### src/rtl/sigdet_pkg.sv
package sigdet_pkg;
    localparam int ADDR_W   = 32;
    localparam int LINE_OFF = 6;
    localparam int NBANK    = 4;
    localparam int BANK_W   = 128;
    localparam int IDX_W    = $clog2(BANK_W);
    localparam int SIG_W    = NBANK * BANK_W;
    localparam int LINE_W   = ADDR_W - LINE_OFF;
    localparam int NFOLD    = (LINE_W + IDX_W - 1) / IDX_W;

    typedef logic [SIG_W-1:0]  sig_t;
    typedef logic [ADDR_W-1:0] addr_t;
    typedef logic [LINE_W-1:0] line_t;

    typedef enum logic {PH_RUN, PH_EMIT} phase_e;

    typedef struct packed {
        logic  valid;
        logic  store;
        addr_t addr;
    } access_t;

    // Bank-specific XOR fold of the line number, shifted by the bank number
    function automatic logic [IDX_W-1:0] bank_index(addr_t a, int unsigned bank);
        line_t            line;
        line_t            part;
        logic [IDX_W-1:0] acc;
        line = line_t'(a[ADDR_W-1:LINE_OFF] >> bank);
        acc  = '0;
        for (int k = 0; k < NFOLD; k++) begin
            part = line >> (k * IDX_W);
            acc  = acc ^ part[IDX_W-1:0];
        end
        return acc;
    endfunction
endpackage

### src/rtl/sig_hash.sv
module sig_hash
    import sigdet_pkg::*;
(
    input  addr_t addr,
    output sig_t  bits
);
    for (genvar b = 0; b < NBANK; b++) begin : g_bank
        logic [IDX_W-1:0] idx;
        assign idx = bank_index(addr, b);
        assign bits[b*BANK_W +: BANK_W] = {{(BANK_W-1){1'b0}}, 1'b1} << idx;
    end
endmodule

### src/rtl/sig_store.sv
module sig_store
    import sigdet_pkg::*;
(
    input  logic clk,
    input  logic rst,
    input  logic clr,
    input  logic ins,
    input  sig_t bits,
    output sig_t sig,
    output sig_t sig_ins
);
    sig_t sig_q;

    assign sig_ins = sig_q | (ins ? bits : '0);
    assign sig     = sig_q;

    always_ff @(posedge clk) begin
        if (rst || clr) sig_q <= '0;
        else            sig_q <= sig_ins;
    end

    // bits only accumulate inside a chunk
    p_bits_sticky_r2: assert property (@(posedge clk) disable iff (rst)
        !clr |=> ((($past(sig_q)) & ~sig_q) == '0));
    // a clear empties the signature on the next edge
    p_clear_empty_r10: assert property (@(posedge clk) disable iff (rst)
        clr |=> (sig_q == '0));
endmodule

### src/rtl/sig_intersect.sv
module sig_intersect
    import sigdet_pkg::*;
(
    input  sig_t a,
    input  sig_t b,
    output logic hit
);
    logic [NBANK-1:0] bank_any;

    for (genvar k = 0; k < NBANK; k++) begin : g_bank
        assign bank_any[k] = |(a[k*BANK_W +: BANK_W] & b[k*BANK_W +: BANK_W]);
    end

    assign hit = &bank_any;
endmodule

### src/rtl/chunk_ctrl.sv
module chunk_ctrl #(
    parameter int CHUNK_LEN = 2000
) (
    input  logic clk,
    input  logic rst,
    input  logic retire,
    input  logic grant,
    input  logic conflict,
    output logic commit_req,
    output logic accept,
    output logic sig_clr,
    output logic running
);
    import sigdet_pkg::*;
    localparam int CNT_W = $clog2(CHUNK_LEN + 1);
    localparam logic [CNT_W-1:0] CNT_MAX = CNT_W'(CHUNK_LEN);

    phase_e           phase;
    logic [CNT_W-1:0] count;

    assign running    = (phase == PH_RUN);
    assign commit_req = running && (count == CNT_MAX);
    assign accept     = commit_req && grant && !conflict;
    assign sig_clr    = conflict || (phase == PH_EMIT);

    always_ff @(posedge clk) begin
        if (rst) begin
            phase <= PH_RUN;
            count <= '0;
        end else if (conflict) begin
            count <= '0;
        end else if (phase == PH_EMIT) begin
            phase <= PH_RUN;
            count <= '0;
        end else if (accept) begin
            phase <= PH_EMIT;
        end else if (retire && count < CNT_MAX) begin
            count <= count + 1'b1;
        end
    end

    p_count_cap_r8: assert property (@(posedge clk) disable iff (rst)
        count <= CNT_MAX);
    p_req_hold_r8: assert property (@(posedge clk) disable iff (rst)
        (commit_req && !grant && !conflict) |=> commit_req);
    p_emit_single_r9: assert property (@(posedge clk) disable iff (rst)
        (phase == PH_EMIT) |=> (phase == PH_RUN && count == '0));
endmodule

### src/rtl/sig_conflict_detector.sv
module sig_conflict_detector
    import sigdet_pkg::*;
#(
    parameter int CHUNK_LEN = 2000
) (
    input  logic              clk,
    input  logic              rst,
    input  logic              acc_valid,
    input  logic              acc_is_store,
    input  logic [ADDR_W-1:0] acc_addr,
    input  logic              instr_retire,
    input  logic              collect_begin,
    input  logic              collect_end,
    input  logic              remote_valid,
    input  logic [SIG_W-1:0]  remote_sig,
    input  logic              commit_grant,
    output logic              commit_req,
    output logic              out_sig_valid,
    output logic [SIG_W-1:0]  out_sig,
    output logic              squash
);
    access_t acc;
    logic    collecting;
    logic    running, accept, sig_clr, conflict;
    logic    rec, ins_rd, ins_wr, hit_rd, hit_wr;
    sig_t    acc_bits, rd_sig, rd_ins, wr_sig, wr_ins;
    sig_t    out_sig_q;
    logic    out_valid_q, squash_q;

    assign acc    = '{valid: acc_valid, store: acc_is_store, addr: acc_addr};
    assign rec    = acc.valid && collecting && running;
    assign ins_rd = rec && !acc.store;
    assign ins_wr = rec &&  acc.store;

    sig_hash u_hash (.addr(acc.addr), .bits(acc_bits));

    sig_store u_rd (.clk(clk), .rst(rst), .clr(sig_clr), .ins(ins_rd),
                    .bits(acc_bits), .sig(rd_sig), .sig_ins(rd_ins));
    sig_store u_wr (.clk(clk), .rst(rst), .clr(sig_clr), .ins(ins_wr),
                    .bits(acc_bits), .sig(wr_sig), .sig_ins(wr_ins));

    // Tests see the signatures with this cycle's access already inserted
    sig_intersect u_x_rd (.a(rd_ins), .b(remote_sig), .hit(hit_rd));
    sig_intersect u_x_wr (.a(wr_ins), .b(remote_sig), .hit(hit_wr));

    assign conflict = remote_valid && running && (hit_rd || hit_wr);

    chunk_ctrl #(.CHUNK_LEN(CHUNK_LEN)) u_ctrl (
        .clk(clk), .rst(rst), .retire(instr_retire), .grant(commit_grant),
        .conflict(conflict), .commit_req(commit_req), .accept(accept),
        .sig_clr(sig_clr), .running(running));

    always_ff @(posedge clk) begin
        if (rst) begin
            collecting  <= 1'b1;
            squash_q    <= 1'b0;
            out_valid_q <= 1'b0;
            out_sig_q   <= '0;
        end else begin
            if (collect_end)        collecting <= 1'b0;
            else if (collect_begin) collecting <= 1'b1;
            squash_q    <= conflict;
            out_valid_q <= accept;
            out_sig_q   <= accept ? wr_ins : '0;
        end
    end

    assign squash        = squash_q;
    assign out_sig_valid = out_valid_q;
    assign out_sig       = out_sig_q;

    p_squash_pulse_r10: assert property (@(posedge clk) disable iff (rst)
        squash_q |=> !squash_q);
    p_squash_empty_r10: assert property (@(posedge clk) disable iff (rst)
        squash_q |-> (rd_sig == '0 && wr_sig == '0));
    p_strobe_pulse_r9: assert property (@(posedge clk) disable iff (rst)
        out_valid_q |=> (!out_valid_q && rd_sig == '0 && wr_sig == '0));
    p_no_both_r10: assert property (@(posedge clk) disable iff (rst)
        !(squash_q && out_valid_q));
    p_sig_zero_idle_r9: assert property (@(posedge clk) disable iff (rst)
        !out_valid_q |-> (out_sig_q == '0));
    p_window_closed_r7: assert property (@(posedge clk) disable iff (rst)
        (!collecting && !sig_clr) |=> (rd_sig == $past(rd_sig) && wr_sig == $past(wr_sig)));
endmodule

### config.mk
export PLATFORM = sky130hd
export DESIGN_NAME = sig_conflict_detector
export DESIGN_NICKNAME = d
export VERILOG_FILES = /design/src/rtl/sigdet_pkg.sv /design/src/rtl/sig_hash.sv /design/src/rtl/sig_store.sv /design/src/rtl/sig_intersect.sv /design/src/rtl/chunk_ctrl.sv /design/src/rtl/sig_conflict_detector.sv
export SDC_FILE = /design/constraint.sdc
export NUM_CORES = 2
export LEC_CHECK = 0
export BUFFER_PORTS_ARGS = -buffer_cell sky130_fd_sc_hd__buf_2
export CAP_MARGIN = 20
export CORE_AREA = 2 2 410 412
export CTS_BUF_LIST = sky130_fd_sc_hd__clkbuf_8
export CTS_CLUSTER_DIAMETER = 150
export CTS_CLUSTER_SIZE = 14
export DETAILED_ROUTE_END_ITERATION = 8
export DIE_AREA = 0 0 412 414
export GPL_ROUTABILITY_DRIVEN = 0
export GPL_TIMING_DRIVEN = 0
export SLEW_MARGIN = 20
export SYNTH_ARGS = -nofsm -noshare
export SYNTH_HDL_FRONTEND = slang
export SYNTH_HIERARCHICAL = 1
export SYNTH_SLANG_ARGS = --single-unit
### constraint.sdc
create_clock -name clk -period 11 [get_ports clk]
set_input_delay 1.65 -clock clk [delete_from_list [all_inputs] [get_ports clk]]
set_output_delay 1.65 -clock clk [all_outputs]
set_load 0.1 [all_outputs]
==> flow_summary.toml <==
[status]
status = "finished clean"

[sta]
hold_viol = 0
maxSlewViolCount = 0
slew_headroom_pct = 15.4
holdWs_ns = 0.499
skew_ns = 0.102
setup-tns-final_ns = 0
timing.fmax_mhz = 108
post-route-period-util_pct = 84.4
finalCriticalPeriod_ns = 9.28
rsz0062_at_grt = "no"
tightest_slew_ns = 1.27
setup_viol = 0

[setup_path]
cp-startpoint = "acc_addr[15]"
r2r_setup_slack_ns = 4.06
r2r_cells = 20
reg2reg_from = "u_ctrl/phase"
endpoint_kind = "register"
critical_path_class = "in -> reg"
cp_max_fo = 10
crit_arrival_ns = 10.06
worstPathRequired_ns = 11.78
start_kind = "input port"
crit_end = "out_sig[122]"
reg2reg_to = "out_sig[122]"

[clock_network]
clock_path_buffers = 3
clk_pin_slew_ns = 0.10
htree_levels = 3
post_cts_resized = 0
root_buffer = "clkbuf_8"
hold_buffers = 0
post-cts-setup-buffers = 0
cts_buffers = 120
cts_sinks = 1551
cts_tree = "yes"
clkLatencyLatePin_ns = 0.98

[floorplan]
dieArea_um2 = 171000
fp.dieW_um = 412
rows = 150
start_util_pct = 36.3
core-area_um2 = 166000
die_y_um = 414
pin_count = 1068

[placement]
io_buffers = 1061
dp_hpwl_um = 238000
placedCellCount = 9062
post_dp_cell_area_um2 = 68400

[layout]
stdcell_area_um2 = 70300
most-common-layout-cells = "1,551 x dfxtp_1, 1,095 x buf_2, 1,024 x a21o_1"
final_cells = 9248
layout.cells.most_common = "dfxtp_1"
finalNetCount = 7536
drive_above_1_share_pct = 24.8
area_delta_synth_final_pct = 16.5

[job]
cap_violations = 0

[route]
wl_um = 299000
post_drt_wl_per_cell_um = 32.3
drc = 0
drt_iter0_drc = 6298
routed_via_density = 5.63
antenna_left = 0
via_count = 52075
dr.pass1.iters = 6

[power_and_ir_drop]
p_per_area_nw_per_um2 = 138
ir_worst_vdd_mv = 0.0970
p_leak_nw = 37.7
power.total_mw = 9.68

[logic_synthesis]
ys_seq_elements = 1551
syn-num-nets = 6352
netlist_area_um2 = 60400
synth_edf_count = 0
synthCells = 5797
ys_warn_count = 6
avgSynthCellArea_um2 = 10.4
synth.distinct_cells = 57
ys.flop_type = "dfxtp_1"
synthArstFlopShare_pct = 0
ys_seq_area_share_pct = 51.4

[global_route]
antenna_found_initial = 139
grt_max_degree = 17
grt_pass1_vias = 49398
overflow = 0
grt_use_total_pct = 33.6
grt_first_pass_wirelength_um = 398000

[min_path]
hp-class = "reg -> reg"
## worst max-delay path, cell delays in order
cell	delay (ns)
buf_2	0.10
xnor3_1	0.95
xor2_1	0.22
buf_2	0.26
nand3_1	0.55
buf_2	0.67
nor2_1	0.14
a21o_1	0.35
a22o_1	0.28
a221oi_1	0.85
nand4_1	0.44
nor3_1	0.28
nand3_1	0.34
and4_1	0.44
o211a_1	0.34
nor4_1	0.27
nor2b_2	0.19
buf_6	0.25
buf_6	0.22
clkbuf_2	0.48
and2_1	0.67
## sequential cells by signal, summed over array words and instances (netlist names)
register	flops
squash	1
out_sig	512
u_wr/sig	512
u_ctrl/count	11
u_rd/sig	512
out_sig_valid	1
u_ctrl/phase	1
collecting	1
## synthesized netlist by cell type, types with 20 or more instances
| master | count | area [um2] |
|---|---|---|
| nand2_1 | 45 | 169 |
| buf_6 | 166 | 1870 |
| a22oi_1 | 148 | 1110 |
| nor2b_1 | 847 | 5300 |
| a221oi_2 | 42 | 631 |
| a21o_1 | 1024 | 7690 |
| clkbuf_1 | 51 | 191 |
| nor2_1 | 524 | 1970 |
| nor2b_4 | 20 | 275 |
| a221oi_1 | 140 | 1230 |
| nand4_1 | 74 | 463 |
| dfxtp_1 | 1551 | 31000 |
| nor2b_2 | 161 | 1410 |
| a22o_1 | 182 | 1590 |
| and2_1 | 516 | 3230 |
| buf_2 | 34 | 170 |
| clkbuf_2 | 47 | 235 |
| buf_4 | 38 | 285 |
| nand3_1 | 65 | 325 |
## logic make-up (layout without fill, tap and decap cells)
family	count (synthesis)	after routing	synth area share (%)
flops	1551	1551	51.4
mux	5	5	0.0829
xor+xnor	22	22	0.535
fa+ha+maj	2	2	0.0415
compound gates	1556	1556	20.6
simple gates	2299	2299	22.3
buf+inv	362	1552	5.06
other cells	0	57	0
## stage by stage
step / worst slack [ns] / util [%]
CTS: 2.04 / 42.2
global route: 1.91 / 42.3
detailed placement: 1.05 / 41.2
global placement: 0.583 / 41.1
floorplan: 5.47 / -
finish: 1.72 / 42.3
## where the power goes
part           internal [mW]  switching, mW
Combinational          0.270          0.856
Clock                   1.01           1.92
Sequential              5.63        0.00565
## metal layers
metal,GRT usage [%],part of all wire [%]
met1,42.6,39
met2,52.2,44
met3,7.22,9.5
met4,20.2,6.8
met5,0,0.095
## how the worst min path moves through the flow
| stage | from | endpoint | depth (start not counted) |
|---|---|---|---|
| after floorplan | u_ctrl/count[7] | u_ctrl/count[7] | 2 |
| after global routing | u_ctrl/count[7] | u_ctrl/count[7] | 2 |
| after global placement | collecting | collecting | 2 |
| after CTS | u_wr/sig[72] | out_sig[72] | 2 |
| final | u_wr/sig[72] | out_sig[72] | 2 |
| after detailed placement | collecting | collecting | 2 |
## cell type report
cell class                      instances  area (um2)
Fill cell                           16731       96000
Sequential cell                      1551       31000
Multi-Input combinational cell       3884       26300
Timing Repair Buffer                 1062        5320
Buffer                                354        3030
Tap cell                             2204        2760
Clock buffer                          124        1710
Antenna cell                           57         143
Clock inverter                          4        43.8
Inverter                                8        30.0
Power figures use the tool's default switching activity.
